==> src/rtl/sff_pkg.sv <==
`timescale 1ns/1ps
// Shared types for the sync filter: line quadrant encoding and field rule.
package sff_pkg;

    typedef enum logic [1:0] {
        Q_FIRST  = 2'd0,
        Q_SECOND = 2'd1,
        Q_THIRD  = 2'd2,
        Q_FOURTH = 2'd3
    } quad_e;

    // Outer quadrants give an odd field, inner ones an even field.
    function automatic logic quad_is_odd(input quad_e q);
        return (q == Q_FIRST) || (q == Q_FOURTH);
    endfunction

endpackage

==> src/rtl/sff_line_timer.sv <==
`timescale 1ns/1ps
// Line timer: detects sync leading edges on pixel steps, tracks the pixel
// position within the line and measures the line period.
// Assumes hs_in and vs_in are already synchronous to clk and active high.
module sff_line_timer #(
    parameter int CNT_W = 12
) (
    input  logic             clk,
    input  logic             rst_n,
    input  logic             pix_en,
    input  logic             hs_in,
    input  logic             vs_in,
    output logic             hs_rise,
    output logic             vs_rise,
    output logic [CNT_W-1:0] cur_pos,
    output logic [CNT_W-1:0] line_len,
    output logic             line_ok,
    output logic             mid_hit,
    output logic             vs_dly
);
    localparam logic [CNT_W-1:0] POS_MAX = {CNT_W{1'b1}};
    localparam logic [CNT_W-1:0] LEN_MIN = CNT_W'(2);

    logic             hs_q;
    logic             vs_q;
    logic             seen_hs;
    logic [CNT_W-1:0] pos;
    logic [CNT_W-1:0] pos_inc;
    logic             hs_edge;

    // Edge detection and position of the current sample
    always_comb begin
        hs_edge = hs_in & ~hs_q;
        pos_inc = (pos == POS_MAX) ? pos : pos + 1'b1;
        cur_pos = hs_edge ? '0 : pos_inc;
        hs_rise = pix_en & hs_edge;
        vs_rise = pix_en & vs_in & ~vs_q;
        line_ok = (line_len >= LEN_MIN);
        mid_hit = pix_en & line_ok & (cur_pos == (line_len >> 1));
        vs_dly  = vs_q;
    end

    // Sync history, position counter and line period register
    always_ff @(posedge clk) begin
        if (!rst_n) begin
            hs_q     <= 1'b0;
            vs_q     <= 1'b0;
            seen_hs  <= 1'b0;
            pos      <= '0;
            line_len <= '0;
        end else if (pix_en) begin
            hs_q <= hs_in;
            vs_q <= vs_in;
            if (hs_edge) begin
                pos     <= '0;
                seen_hs <= 1'b1;
                if (seen_hs) begin
                    line_len <= pos_inc;
                end
            end else begin
                pos <= pos_inc;
            end
        end
    end

endmodule

==> src/rtl/sff_hs_shaper.sv <==
`timescale 1ns/1ps
// HSYNC shaper: regenerates HSYNC as a pulse of programmable width in
// pixel steps, restarted by every incoming leading edge.
module sff_hs_shaper #(
    parameter int HW_W = 8
) (
    input  logic            clk,
    input  logic            rst_n,
    input  logic            pix_en,
    input  logic            hs_rise,
    input  logic [HW_W-1:0] hs_width,
    output logic            hs_act
);
    logic [HW_W-1:0] left;

    // Pulse start on leading edge, count down remaining steps
    always_ff @(posedge clk) begin
        if (!rst_n) begin
            hs_act <= 1'b0;
            left   <= '0;
        end else if (pix_en) begin
            if (hs_rise) begin
                hs_act <= (hs_width != '0);
                left   <= (hs_width != '0) ? hs_width - 1'b1 : '0;
            end else if (hs_act) begin
                if (left == '0) begin
                    hs_act <= 1'b0;
                end else begin
                    left <= left - 1'b1;
                end
            end
        end
    end

endmodule

==> src/rtl/sff_vs_qualify.sv <==
`timescale 1ns/1ps
// VSYNC qualifier: accepts a VSYNC pulse once it has lasted a full line,
// decides the field from the quadrant of its leading edge and latches the
// HSYNC count. Assumes a valid line period before acceptance is possible.
module sff_vs_qualify
    import sff_pkg::*;
#(
    parameter int CNT_W  = 12,
    parameter int HCNT_W = 12
) (
    input  logic              clk,
    input  logic              rst_n,
    input  logic              pix_en,
    input  logic              filt_en,
    input  logic              vs_in,
    input  logic              hs_rise,
    input  logic              vs_rise,
    input  logic [CNT_W-1:0]  cur_pos,
    input  logic [CNT_W-1:0]  line_len,
    input  logic              line_ok,
    output logic              accept,
    output logic              fld_odd,
    output logic [HCNT_W-1:0] hs_per_vs
);
    localparam int               QW      = CNT_W + 2;
    localparam logic [CNT_W-1:0] RUN_MAX = {CNT_W{1'b1}};
    localparam logic [HCNT_W-1:0] HC_MAX = {HCNT_W{1'b1}};

    logic              armed;
    logic              pend_odd;
    logic [CNT_W-1:0]  vrun;
    logic [CNT_W-1:0]  run_incl;
    logic [HCNT_W-1:0] hcnt;
    logic [HCNT_W-1:0] hcnt_inc;
    logic [QW-1:0]     four_pos;
    logic [QW-1:0]     len1;
    logic [QW-1:0]     len2;
    logic [QW-1:0]     len3;
    quad_e             quad;

    // Quadrant of the current position within the measured line
    always_comb begin
        four_pos = {cur_pos, 2'b00};
        len1     = {2'b00, line_len};
        len2     = len1 << 1;
        len3     = len1 + len2;
        if (four_pos < len1)      quad = Q_FIRST;
        else if (four_pos < len2) quad = Q_SECOND;
        else if (four_pos < len3) quad = Q_THIRD;
        else                      quad = Q_FOURTH;
    end

    // Pulse length including this step, HSYNC count including this step
    always_comb begin
        run_incl = vs_rise ? CNT_W'(1) : ((vrun == RUN_MAX) ? vrun : vrun + 1'b1);
        hcnt_inc = (hs_rise && hcnt != HC_MAX) ? hcnt + 1'b1 : hcnt;
        accept   = pix_en & filt_en & vs_in & armed & line_ok & (run_incl >= line_len);
    end

    // Pulse tracking, field decision and count latch
    always_ff @(posedge clk) begin
        if (!rst_n) begin
            armed     <= 1'b0;
            pend_odd  <= 1'b0;
            vrun      <= '0;
            fld_odd   <= 1'b0;
            hcnt      <= '0;
            hs_per_vs <= '0;
        end else if (!filt_en) begin
            armed     <= 1'b0;
            vrun      <= '0;
            fld_odd   <= 1'b0;
            hcnt      <= '0;
            hs_per_vs <= '0;
        end else if (pix_en) begin
            if (!vs_in)       armed <= 1'b0;
            else if (accept)  armed <= 1'b0;
            else if (vs_rise) armed <= 1'b1;
            vrun <= vs_in ? run_incl : '0;
            if (vs_rise) begin
                pend_odd <= quad_is_odd(quad);
            end
            if (accept) begin
                fld_odd   <= pend_odd;
                hs_per_vs <= hcnt_inc;
                hcnt      <= '0;
            end else begin
                hcnt <= hcnt_inc;
            end
        end
    end

endmodule

==> src/rtl/sff_vs_shaper.sv <==
`timescale 1ns/1ps
// VSYNC shaper: starts the output pulse at the mid-line step after an
// acceptance and ends it a programmed number of mid-line steps later.
module sff_vs_shaper #(
    parameter int VW_W = 8
) (
    input  logic            clk,
    input  logic            rst_n,
    input  logic            pix_en,
    input  logic            filt_en,
    input  logic            accept,
    input  logic            mid_hit,
    input  logic [VW_W-1:0] vs_width,
    output logic            vs_act
);
    logic            pend;
    logic [VW_W-1:0] left;
    logic            start;

    // A waiting pulse starts only at a mid-line step while idle
    always_comb begin
        start = mid_hit & ~vs_act & pend;
    end

    // Pending flag, active flag and remaining line count
    always_ff @(posedge clk) begin
        if (!rst_n || !filt_en) begin
            pend   <= 1'b0;
            vs_act <= 1'b0;
            left   <= '0;
        end else if (pix_en) begin
            if (accept)     pend <= 1'b1;
            else if (start) pend <= 1'b0;
            if (mid_hit && vs_act) begin
                if (left == VW_W'(1)) vs_act <= 1'b0;
                left <= left - 1'b1;
            end else if (start && vs_width != '0) begin
                vs_act <= 1'b1;
                left   <= vs_width;
            end
        end
    end

endmodule

==> src/rtl/sync_field_filter.sv <==
`timescale 1ns/1ps
// Sync field filter top: ties the line timer, HSYNC shaper, VSYNC
// qualifier and VSYNC shaper together and applies output polarities.
// Assumes all inputs are synchronous to clk.
module sync_field_filter #(
    parameter int CNT_W  = 12,
    parameter int HCNT_W = 12,
    parameter int HW_W   = 8,
    parameter int VW_W   = 8
) (
    input  logic              clk,
    input  logic              rst_n,
    input  logic              pix_en,
    input  logic              hs_in,
    input  logic              vs_in,
    input  logic              filt_en,
    input  logic [HW_W-1:0]   hs_width,
    input  logic [VW_W-1:0]   vs_width,
    input  logic              hs_pol,
    input  logic              vs_pol,
    input  logic              fld_pol,
    output logic              hs_out,
    output logic              vs_out,
    output logic              field_out,
    output logic [HCNT_W-1:0] hs_per_vs
);
    logic             hs_rise_w;
    logic             vs_rise_w;
    logic [CNT_W-1:0] cur_pos_w;
    logic [CNT_W-1:0] line_len_w;
    logic             line_ok_w;
    logic             mid_w;
    logic             vs_dly_w;
    logic             hs_act_w;
    logic             acc_w;
    logic             fld_w;
    logic             vs_act_w;
    logic             vs_raw;

    sff_line_timer #(.CNT_W(CNT_W)) u_timer (
        .clk(clk), .rst_n(rst_n), .pix_en(pix_en),
        .hs_in(hs_in), .vs_in(vs_in),
        .hs_rise(hs_rise_w), .vs_rise(vs_rise_w),
        .cur_pos(cur_pos_w), .line_len(line_len_w), .line_ok(line_ok_w),
        .mid_hit(mid_w), .vs_dly(vs_dly_w)
    );

    sff_hs_shaper #(.HW_W(HW_W)) u_hs (
        .clk(clk), .rst_n(rst_n), .pix_en(pix_en),
        .hs_rise(hs_rise_w), .hs_width(hs_width), .hs_act(hs_act_w)
    );

    sff_vs_qualify #(.CNT_W(CNT_W), .HCNT_W(HCNT_W)) u_qual (
        .clk(clk), .rst_n(rst_n), .pix_en(pix_en), .filt_en(filt_en),
        .vs_in(vs_in), .hs_rise(hs_rise_w), .vs_rise(vs_rise_w),
        .cur_pos(cur_pos_w), .line_len(line_len_w), .line_ok(line_ok_w),
        .accept(acc_w), .fld_odd(fld_w), .hs_per_vs(hs_per_vs)
    );

    sff_vs_shaper #(.VW_W(VW_W)) u_vs (
        .clk(clk), .rst_n(rst_n), .pix_en(pix_en), .filt_en(filt_en),
        .accept(acc_w), .mid_hit(mid_w), .vs_width(vs_width),
        .vs_act(vs_act_w)
    );

    // Output source selection and polarity
    always_comb begin
        vs_raw    = filt_en ? vs_act_w : vs_dly_w;
        hs_out    = hs_pol  ? hs_act_w : ~hs_act_w;
        vs_out    = vs_pol  ? vs_raw   : ~vs_raw;
        field_out = fld_pol ? fld_w    : ~fld_w;
    end

endmodule

==> config.mk <==
export PLATFORM = sky130hd
export DESIGN_NAME = sync_field_filter
export DESIGN_NICKNAME = d
export VERILOG_FILES = /design/src/rtl/sff_pkg.sv /design/src/rtl/sff_line_timer.sv /design/src/rtl/sff_hs_shaper.sv /design/src/rtl/sff_vs_qualify.sv /design/src/rtl/sff_vs_shaper.sv /design/src/rtl/sync_field_filter.sv
export SDC_FILE = /design/constraint.sdc
export NUM_CORES = 1
export LEC_CHECK = 0
export ABC_AREA = 0
export ABC_CLOCK_PERIOD_IN_PS = 7790
export CAP_MARGIN = 20
export CORE_ASPECT_RATIO = 0.8
export CORE_UTILIZATION = 45
export DETAILED_ROUTE_END_ITERATION = 10
export PLACE_DENSITY = 0.64
export SETUP_SLACK_MARGIN = 0.05
export SYNTH_ARGS = -nofsm -noshare
export SYNTH_HDL_FRONTEND = slang
export SYNTH_SLANG_ARGS = --single-unit
==> constraint.sdc <==
create_clock -name clk -period 7.79 [get_ports clk]
set_input_delay 0.779 -clock clk [delete_from_list [all_inputs] [get_ports clk]]
set_output_delay 0.779 -clock clk [all_outputs]
set_load 0.05 [all_outputs]
==> metrics.txt, run 1 <==
status=completed; Worst setup endpoint=u_vs.left[3]$_SDFFE_PN0P_; vias in the first global route=5515; Overflow after GRT=0; diode count=0; syn_nets=869; area added between synthesis and finish=13.1%; Vias/cell=5.86; vias post-DR=5739; Post-Route WL=16100 microns; Cells after Synth=770; HP Class=reg -> reg; Root Buffer=clkbuf_16; Slew @ Worst Pin=0.975 ns; Final Skew=0.0117 ns; footprint of the multi-input gates=4280 sq um; largest net degree at the start of global routing=42; # placed instances=963; Worst EP arrival=4.85 ns; VDD IR-drop max=106 uV; CTS tree=yes; first-pass GRT wire length=26800 microns; asr flop ratio synth=0; FF+latch area=1700 sq um; drc violations=0; fin cells=979; pwr dens=144 nW/um^2; final hold violations=0; Die Y=107 microns; Setup crit end kind=flip-flop; Worst Setup SP=u_timer.pos[0]$_SDFFE_PN0P_; Synth Flop Type=dfxtp_1; # fillers=1299; r2r endpoint=u_vs.left[3]$_SDFFE_PN0P_; RSZ-0062 raised after global routing=false; worst r2r path cells=14; clk_lat worst skew=0.36 ns; Yosys warning count=0; EDFF count, synth=0; post-route ant nets=0; post-CTS sizing=0; Seq cells post-synth=85; Max FO, Critical Path=16; worst r2r src=u_timer.pos[0]$_SDFFE_PN0P_; Achievable Freq=217 MHz; total setup buffers inserted after CTS=0; synth unique cells=69; Rel. slew slack=0.348; Seq/Total Area, Yosys=0.274; H-tree depth=3; hold path startpoint=u_timer.seen_hs$_SDFFE_PN0P_; share of cells above drive strength 1=0.0463; Max clock buf depth=2; post-DP HPWL=11900 microns; Tcrit/Tclk final=0.591; Layout Nets=893; worst endpoint required time=8.03 ns; Initial Utilization=0.461; worst reg2reg setup slack=3.19 ns; drt pass-1 iters=5; GRT Util Overall=0.233; startpoint types=flip-flop; Die W=133 microns; mapped cell area=6220 sq um; Die Area=14300 sq um; DR WL/cell=16.4 microns; fin. max-slew vios=0; Clock transition at path regs=0.07 ns; total CTS buffers=9; IO Port Bufs=39; num rows=38; total negative slack=0 ns; antenna violations before repair=0; max-cap violations=0; Setup CP Type=reg -> reg; static leakage=0.00280 uW; CTS Hold Bufs=0; core area=13500 sq um; Ports=40; post-synthesis average cell area=8.08 sq um; clock period minus final worst setup slack=4.60 ns; final setup violation count=0; initial DRC count=318; routability cong.=0.879; most frequent cells in the layout=dfxtp_1 (85), nor2_1 (77), ha_1 (73), nand2_1 (62), a21oi_1 (50); most common cell after layout, fill and taps aside=dfxtp_1; Num Clock Sinks=85
==> registers in the layout (all words and copies together) (netlist names), 8 cells and up <==
name and flops:
u_qual.hcnt 12, u_hs.left 8, u_timer.pos 12, u_qual.hs_per_vs 12
u_vs.left 8, u_qual.vrun 12, u_timer.line_len 12
==> worst max-delay path, cell delays in order (launching register included) <==
cell	delay, ns
dfxtp_1	0.40
ha_1	0.24
nand2_1	0.17
nor4_2	0.56
nand2b_1	0.30
nor2_1	0.09
xnor2_1	0.41
nor2_1	0.15
ha_1	0.33
nand3_1	0.11
or4_1	0.54
a221oi_2	0.36
nand2_2	0.30
o21a_1	0.27
a2111oi_2	0.27
==> cell type report <==
cell class | count | area share
clock buffer | 9 | 0.0320
clock inverter | 7 | 0.00960
inverter | 32 | 0.0171
multi-input combinational | 623 | 0.608
sequential | 85 | 0.242
tap | 180 | 0.0320
timing repair buffer | 43 | 0.0597
==> routing by layer <==
metal  share of wire  vias up  track usage
li1                -     2852            -
met1            0.49     2762        0.307
met2            0.45      109        0.385
met3           0.040       16       0.0444
met4           0.014        0       0.0714
met5               0        -            0
==> per-stage QoR <==
stage	power [uW]	setup slack [ns]	hold slack, ns	utilization	cell area (sq um)
floorplan	547	4.14	0.454	-	6220
global placement	586	3.21	0.462	0.500	6750
detailed placement	589	3.07	0.479	0.500	6750
CTS	1020	3.28	0.495	0.521	7040
global route	1050	2.97	0.525	0.521	7040
finish	1010	3.19	0.493	0.521	7040
==> worst min-delay path by stage <==
stage                                        to  cells past startpoint  slack [ns]
6_report           u_timer.seen_hs$_SDFFE_PN0P_                      1        0.49
5_1_grt        u_qual.hs_per_vs[8]$_SDFFE_PN0P_                      2        0.53
4_1_cts            u_timer.seen_hs$_SDFFE_PN0P_                      1        0.50
3_5_place_dp       u_timer.seen_hs$_SDFFE_PN0P_                      1        0.48
3_3_place_gp       u_timer.seen_hs$_SDFFE_PN0P_                      1        0.46
2_1_floorplan      u_timer.seen_hs$_SDFFE_PN0P_                      1        0.45
==> cells by family (layout without fill, tap and decap cells) <==
logic type,Yosys count,in the layout,share of synthesized area
and+or+nand+nor,296,296,0.239
AOI/OAI and AO/OA,192,192,0.208
DFF,85,85,0.274
adders and majority gates,74,74,0.150
buffers and inverters,62,91,0.0388
xor gates and xnor gates,38,38,0.0535
muxes,23,23,0.0374
==> report_power, final <==
group	leakage, uW	internal (uW)	switching (uW)
Combinational	0.00197	54.9	74.3
Clock	0.000145	225	207
Sequential	0.000687	442	9.90
Total	0.00280	722	291
==> synth_stat cells, drive strengths merged (6+ instances only) <==
| library cell | count | area, sq um |
|---|---|---|
| dfxtp | 85 | 1700 |
| nor3 | 21 | 110 |
| and2 | 11 | 68.8 |
| a21o | 12 | 90.1 |
| nand4 | 13 | 81.3 |
| inv | 32 | 120 |
| clkbuf | 25 | 93.8 |
| xor2 | 19 | 166 |
| and3 | 11 | 68.8 |
| o211ai | 8 | 60.1 |
| nand2b | 7 | 43.8 |
| nor4 | 10 | 75.1 |
| nor2b | 24 | 150 |
| xnor2 | 19 | 166 |
| a31oi | 7 | 43.8 |
| ha | 73 | 913 |
| nand3 | 35 | 180 |
| o211a | 7 | 70.1 |
| a21oi | 50 | 250 |
| o21a | 6 | 45.0 |
| mux2i | 21 | 210 |
| o21ai | 41 | 205 |
| nand2 | 63 | 239 |
| a211oi | 12 | 100 |
| nor2 | 78 | 295 |
Power figures use the tool's default switching activity.
==> inputs of run 2 (changes only) <==
--- a/config.mk
+++ b/config.mk
@@ -6,7 +6,7 @@
 export NUM_CORES = 1
 export LEC_CHECK = 0
 export ABC_AREA = 0
-export ABC_CLOCK_PERIOD_IN_PS = 7790
+export ABC_CLOCK_PERIOD_IN_PS = 4600
 export CAP_MARGIN = 20
 export CORE_ASPECT_RATIO = 0.8
 export CORE_UTILIZATION = 45
==> constraint.sdc (replaced) <==
create_clock -name clk -period 4.6 [get_ports clk]
set_input_delay 0.46 -clock clk [delete_from_list [all_inputs] [get_ports clk]]
set_output_delay 0.46 -clock clk [all_outputs]
set_load 0.05 [all_outputs]
==> run 2 against run 1 <==
Net effect: core utilization increased by 0.68 points; global-route usage increased by 0.11 points; wire length about the same; non-clock buffer count increased by 3; sequential power increased by 69%; clock power increased by 100%; power increased by 83%; critical endpoint unchanged.
==> metrics.txt, run 2 (synthesis results as in run 1) <==
status=completed; hold path depth=2; Num Clock Sinks=85; Die Area=14300 sq um; H-tree depth=3; r2r endpoint=u_vs.left[3]$_SDFFE_PN0P_; Critical Path Stages=14; CP delay by family, top=simple AND/OR/NAND/NOR gates; Crit path largest cell delay=0.53 ns; largest net degree at the start of global routing=42; worst endpoint required time=4.83 ns; static leakage=0.00286 uW; hold path startpoint=u_qual.hs_per_vs[3]$_SDFFE_PN0P_; Crit-path slowest cell=or4_1; area added between synthesis and finish=14.6%; Root Buffer=clkbuf_16; DR WL/cell=16.4 microns; worst r2r src=u_timer.pos[0]$_SDFFE_PN0P_; Worst Setup SP=u_timer.pos[0]$_SDFFE_PN0P_; initial DRC count=377; most frequent cells in the layout=dfxtp_1 (85), nor2_1 (77), ha_1 (73), nand2_1 (62), a21oi_1 (50); GRT Util Overall=0.234; worst reg2reg setup slack=0.50 ns; drt pass-1 iters=5; fin. max-slew vios=0; IO Port Bufs=39; VDD IR-drop max=221 uV; CP bufs+invs=0; startpoint types=flip-flop; Overflow after GRT=0; post-route ant nets=0; post-DP HPWL=12100 microns; Worst EP arrival=4.33 ns; Initial Utilization=0.461; Layout Nets=896; most common cell after layout, fill and taps aside=dfxtp_1; total negative slack=0 ns; # fillers=1267; critical path, cell by cell=ha_1 > nand2_1 > nor4_4 > nand2b_1 > nor2_1 > xnor2_1 > nor2_1 > ha_1 > nand3_1 > or4_1 > a221oi_2 > nand2_2 > o21a_1 > a2111oi_2; Ports=40; RSZ-0062 raised after global routing=false; Die W=133 microns; vias post-DR=5741; Vias/cell=5.85; Setup crit end kind=flip-flop; core area=13500 sq um; final hold violations=0; Design Area, Final=7130 sq um; clock period minus final worst setup slack=4.10 ns; Max clock buf depth=2; worst r2r path cells=14; CTS tree=yes; Tcrit/Tclk final=0.891; final setup violation count=0; Die Y=107 microns; vias in the first global route=5429; total CTS buffers=9; max-cap violations=0; Worst setup endpoint=u_vs.left[3]$_SDFFE_PN0P_; antenna violations before repair=0; routability cong.=0.906; Rel. slew slack=0.352; Clock transition at path regs=0.07 ns; drc violations=0; num rows=38; Max FO, Critical Path=16; HP Class=reg -> reg; Final Skew=0.0111 ns; diode count=0; total setup buffers inserted after CTS=0; Slew @ Worst Pin=0.965 ns; area of placed instances=6770 sq um; first-pass GRT wire length=26900 microns; Post-Route WL=16100 microns; Setup CP Type=reg -> reg; share of cells above drive strength 1=0.0499; clk_lat worst skew=0.35 ns; Achievable Freq=244 MHz; pwr dens=261 nW/um^2
## run 2: changes by cell type in the layout (fill, tap and decap cells not counted), sizes merged
cell | previous run | this run
clkinv | 3 | 0
buf | 4 | 7
bufinv | 0 | 3
## run 2: area by class of cell
cell class | count | area [sq um] | area share
sequential | 85 | 1700 | 0.239
clock inverter | 7 | 128 | 0.0179
tap | 180 | 225 | 0.0316
clock buffer | 9 | 225 | 0.0316
inverter | 32 | 120 | 0.0168
timing repair buffer | 46 | 443 | 0.0621
multi-input combinational | 623 | 4290 | 0.601
## run 2: worst min path at each step
stage	endpoint	slack (ns)
2_1_floorplan	u_timer.seen_hs$_SDFFE_PN0P_	0.45
3_3_place_gp	u_timer.seen_hs$_SDFFE_PN0P_	0.47
3_5_place_dp	u_timer.seen_hs$_SDFFE_PN0P_	0.47
4_1_cts	u_hs.left[2]$_SDFFE_PN0P_	0.50
5_1_grt	u_qual.hs_per_vs[0]$_SDFFE_PN0P_	0.54
6_report	u_qual.hs_per_vs[3]$_SDFFE_PN0P_	0.50
## run 2: metrics by stage
| step | util | total power (uW) | setup slack [ns] | cells | hold slack (ns) |
|---|---|---|---|---|---|
| after floorplan | - | 926 | 0.951 | 770 | 0.454 |
| after global placement | 0.501 | 995 | 0.522 | 966 | 0.467 |
| after global routing | 0.528 | 1930 | 0.133 | 982 | 0.536 |
| after CTS | 0.527 | 1870 | 0.276 | 982 | 0.505 |
| after detailed placement | 0.501 | 1000 | 0.296 | 966 | 0.472 |
| final | 0.528 | 1860 | 0.501 | 982 | 0.503 |
## run 2: repair_timing
| action | in CTS | in global routing |
|---|---|---|
| hold endpoints to repair | 0 | 0 |
| setup endpoints to repair | 0 | 3 |
| hold buffers | 0 | 0 |
| resized for setup | 0 | 1 |
## run 2: per-layer routing
layer | global-route usage | up-vias | wire (microns)
met2 | 0.359 | 167 | 6990
li1 | - | 2855 | -
met3 | 0.0374 | 14 | 907
met5 | 0 | - | 0
met1 | 0.335 | 2705 | 7980
met4 | 0.0706 | 0 | 182
## run 2: worst register-to-register path, cell delays in order, from the launching register on
cell and delay, ns:
dfxtp_1 0.41, ha_1 0.24, nand2_1 0.19, nor4_4 0.36, nand2b_1 0.25, nor2_1 0.07
xnor2_1 0.24, nor2_1 0.13, ha_1 0.31, nand3_1 0.09, or4_1 0.53, a221oi_2 0.34
nand2_2 0.29, o21a_1 0.27, a2111oi_2 0.27
## run 2: where the power goes
| part | internal, uW | total [uW] | switching [uW] |
|---|---|---|---|
| combinational | 94.1 | 221 | 127 |
| clock | 541 | 871 | 331 |
| sequential | 749 | 766 | 16.7 |
==> inputs of run 3 (changes only) <==
--- a/config.mk
+++ b/config.mk
@@ -12,7 +12,8 @@
 export CORE_UTILIZATION = 45
 export DETAILED_ROUTE_END_ITERATION = 10
 export PLACE_DENSITY = 0.64
-export SETUP_SLACK_MARGIN = 0.05
+export SETUP_SLACK_MARGIN = 0.4
+export SKIP_LAST_GASP = 1
 export SYNTH_ARGS = -nofsm -noshare
 export SYNTH_HDL_FRONTEND = slang
 export SYNTH_SLANG_ARGS = --single-unit
==> run 3 against run 2 <==
Net effect: cell area up 0.65%; register-to-register slack better by 0.19 ns; flip-flop and latch count unchanged; highest routed layer unchanged.
==> metrics.txt, run 3 (synthesis results as in run 1) <==
fin cells=985; most common cell after layout, fill and taps aside=dfxtp_1; most frequent cells in the layout=dfxtp_1 (85), nor2_1 (77), ha_1 (73), nand2_1 (62), a21oi_1 (50); Setup CP Type=reg -> reg; vias post-DR=5762; startpoint types=flip-flop; area added between synthesis and finish=15.3%; Slew @ Worst Pin=0.959 ns; GRT Util Overall=0.234; dpl ws=0.296 ns; CTS tree=yes; Max FO, Critical Path=16; total CTS buffers=9; antenna violations before repair=0; CP delay by family, top=simple AND/OR/NAND/NOR gates; routability cong.=0.906; Max clock buf depth=2; Seq pwr share=0.412; Net Sw Frac=0.256; Die Area=14300 sq um; Die Y=107 microns; Crit-path slowest cell=or4_1; final hold violations=0; CTS Hold Bufs=0; worst setup margin=0.689 ns; H-tree depth=3; Final Skew=0.0106 ns; final setup violation count=0; clock period minus final worst setup slack=3.91 ns; power share of the combinational group=0.119; drc violations=0; RSZ-0062 raised after global routing=false; vias in the first global route=5421; pwr dens=259 nW/um^2; Clock transition at path regs=0.07 ns; Num Clock Sinks=85; Ports=40; share of cells above drive strength 1=0.0547; IO Port Bufs=39; DR WL/cell=16.4 microns; fin. max-slew vios=0; post-route ant nets=0; Root Buffer=clkbuf_16; HP Class=reg -> reg; worst endpoint required time=4.83 ns; Worst EP arrival=4.14 ns; Setup crit end kind=flip-flop; CP bufs+invs=1; max-cap violations=0; # placed instances=966; num rows=38; Vias/cell=5.85; post-DP HPWL=12100 microns; Clock power frac=0.469; largest net degree at the start of global routing=42; clk_lat worst skew=0.35 ns; diode count=0; Overflow after GRT=0; status=completed; Layout Nets=899; Die W=133 microns; core area=13500 sq um; Rel. slew slack=0.355; sw power=476 uW; critical path, cell by cell=ha_1 > nand2_1 > nor4_4 > buf_4 > nor2_1 > nand2_1 > xor2_1 > nor2_1 > ha_1 > nand3_1 > or4_1 > a221oi_4 > nand2_4 > o21a_1 > a2111oi_2; Final Power=1860 uW; Crit path largest cell delay=0.57 ns; initial DRC count=391; Initial Utilization=0.461; cell internal pwr=1380 uW; Achievable Freq=256 MHz; total negative slack=0 ns; VDD IR-drop max=221 uV; Tcrit/Tclk final=0.850; first-pass GRT wire length=26900 microns; drt pass-1 iters=5; static leakage=0.00288 uW; Post-Route WL=16100 microns
-- run 3: cell count changes in the layout (fill, tap and decap cells not counted), sizes merged --
cell / change
buf: +3
-- run 3: power by group through the flow --
stage                     logic [uW]  clock network (uW)  registers, uW
after global routing             246                 914            768
after floorplan                  150                   0            776
after detailed placement         218                   0            782
after CTS                        220                 887            766
final                            222                 872            766
after global placement           213                   0            782
-- run 3: layer usage --
| metal | GRT usage | share of wire | up-vias | wire length [microns] |
|---|---|---|---|---|
| met5 | 0 | 0 | - | 0 |
| met2 | 0.358 | 0.44 | 150 | 7060 |
| met4 | 0.0706 | 0.012 | 0 | 193 |
| li1 | - | - | 2860 | - |
| met1 | 0.335 | 0.50 | 2736 | 8030 |
| met3 | 0.0374 | 0.053 | 16 | 856 |
-- run 3: final timing paths --
| check | start | end | slack, ns | cells past startpoint |
|---|---|---|---|---|
| setup reg to reg | u_timer.pos[0]$_SDFFE_PN0P_ | u_vs.left[3]$_SDFFE_PN0P_ | 0.69 | 15 |
| hold / removal | u_qual.hs_per_vs[3]$_SDFFE_PN0P_ | u_qual.hs_per_vs[3]$_SDFFE_PN0P_ | 0.50 | 2 |
| setup / recovery | u_timer.pos[0]$_SDFFE_PN0P_ | u_vs.left[3]$_SDFFE_PN0P_ | 0.69 | 15 |
| hold reg to reg | u_qual.hs_per_vs[3]$_SDFFE_PN0P_ | u_qual.hs_per_vs[3]$_SDFFE_PN0P_ | 0.50 | 2 |
-- run 3: what timing repair did --
item	4_1_cts	5_1_grt
endpoints found under the hold margin	0	0
gates resized for setup	1	3
setup endpoints to repair	2	10
setup buffers	0	3
pin swaps	0	1
-- run 3: cell type report --
type	instances	area, sq um
inverters	32	120
clock buffers	9	225
clock inverters	7	128
repair buffers	49	465
well taps	180	225
fillers	1257	6330
flip-flops and latches	85	1700
multi-input cells	623	4310
-- run 3: per-stage QoR --
| stage | hold WS (ns) | instance area [sq um] | utilization |
|---|---|---|---|
| after floorplan | 0.454 | 6220 | - |
| final | 0.503 | 7180 | 0.531 |
| after global routing | 0.536 | 7180 | 0.531 |
| after detailed placement | 0.472 | 6770 | 0.501 |
| after global placement | 0.467 | 6770 | 0.501 |
| after CTS | 0.505 | 7130 | 0.528 |
-- run 3: worst reg2reg max path, delay by kind of cell (launching register included) --
kind | cells | cell delay, ns
fa+ha+maj | 2 | 0.54
flops | 1 | 0.41
xor+xnor | 1 | 0.24
compound gates | 3 | 0.82
buf+inv | 1 | 0.18
simple gates | 8 | 1.60
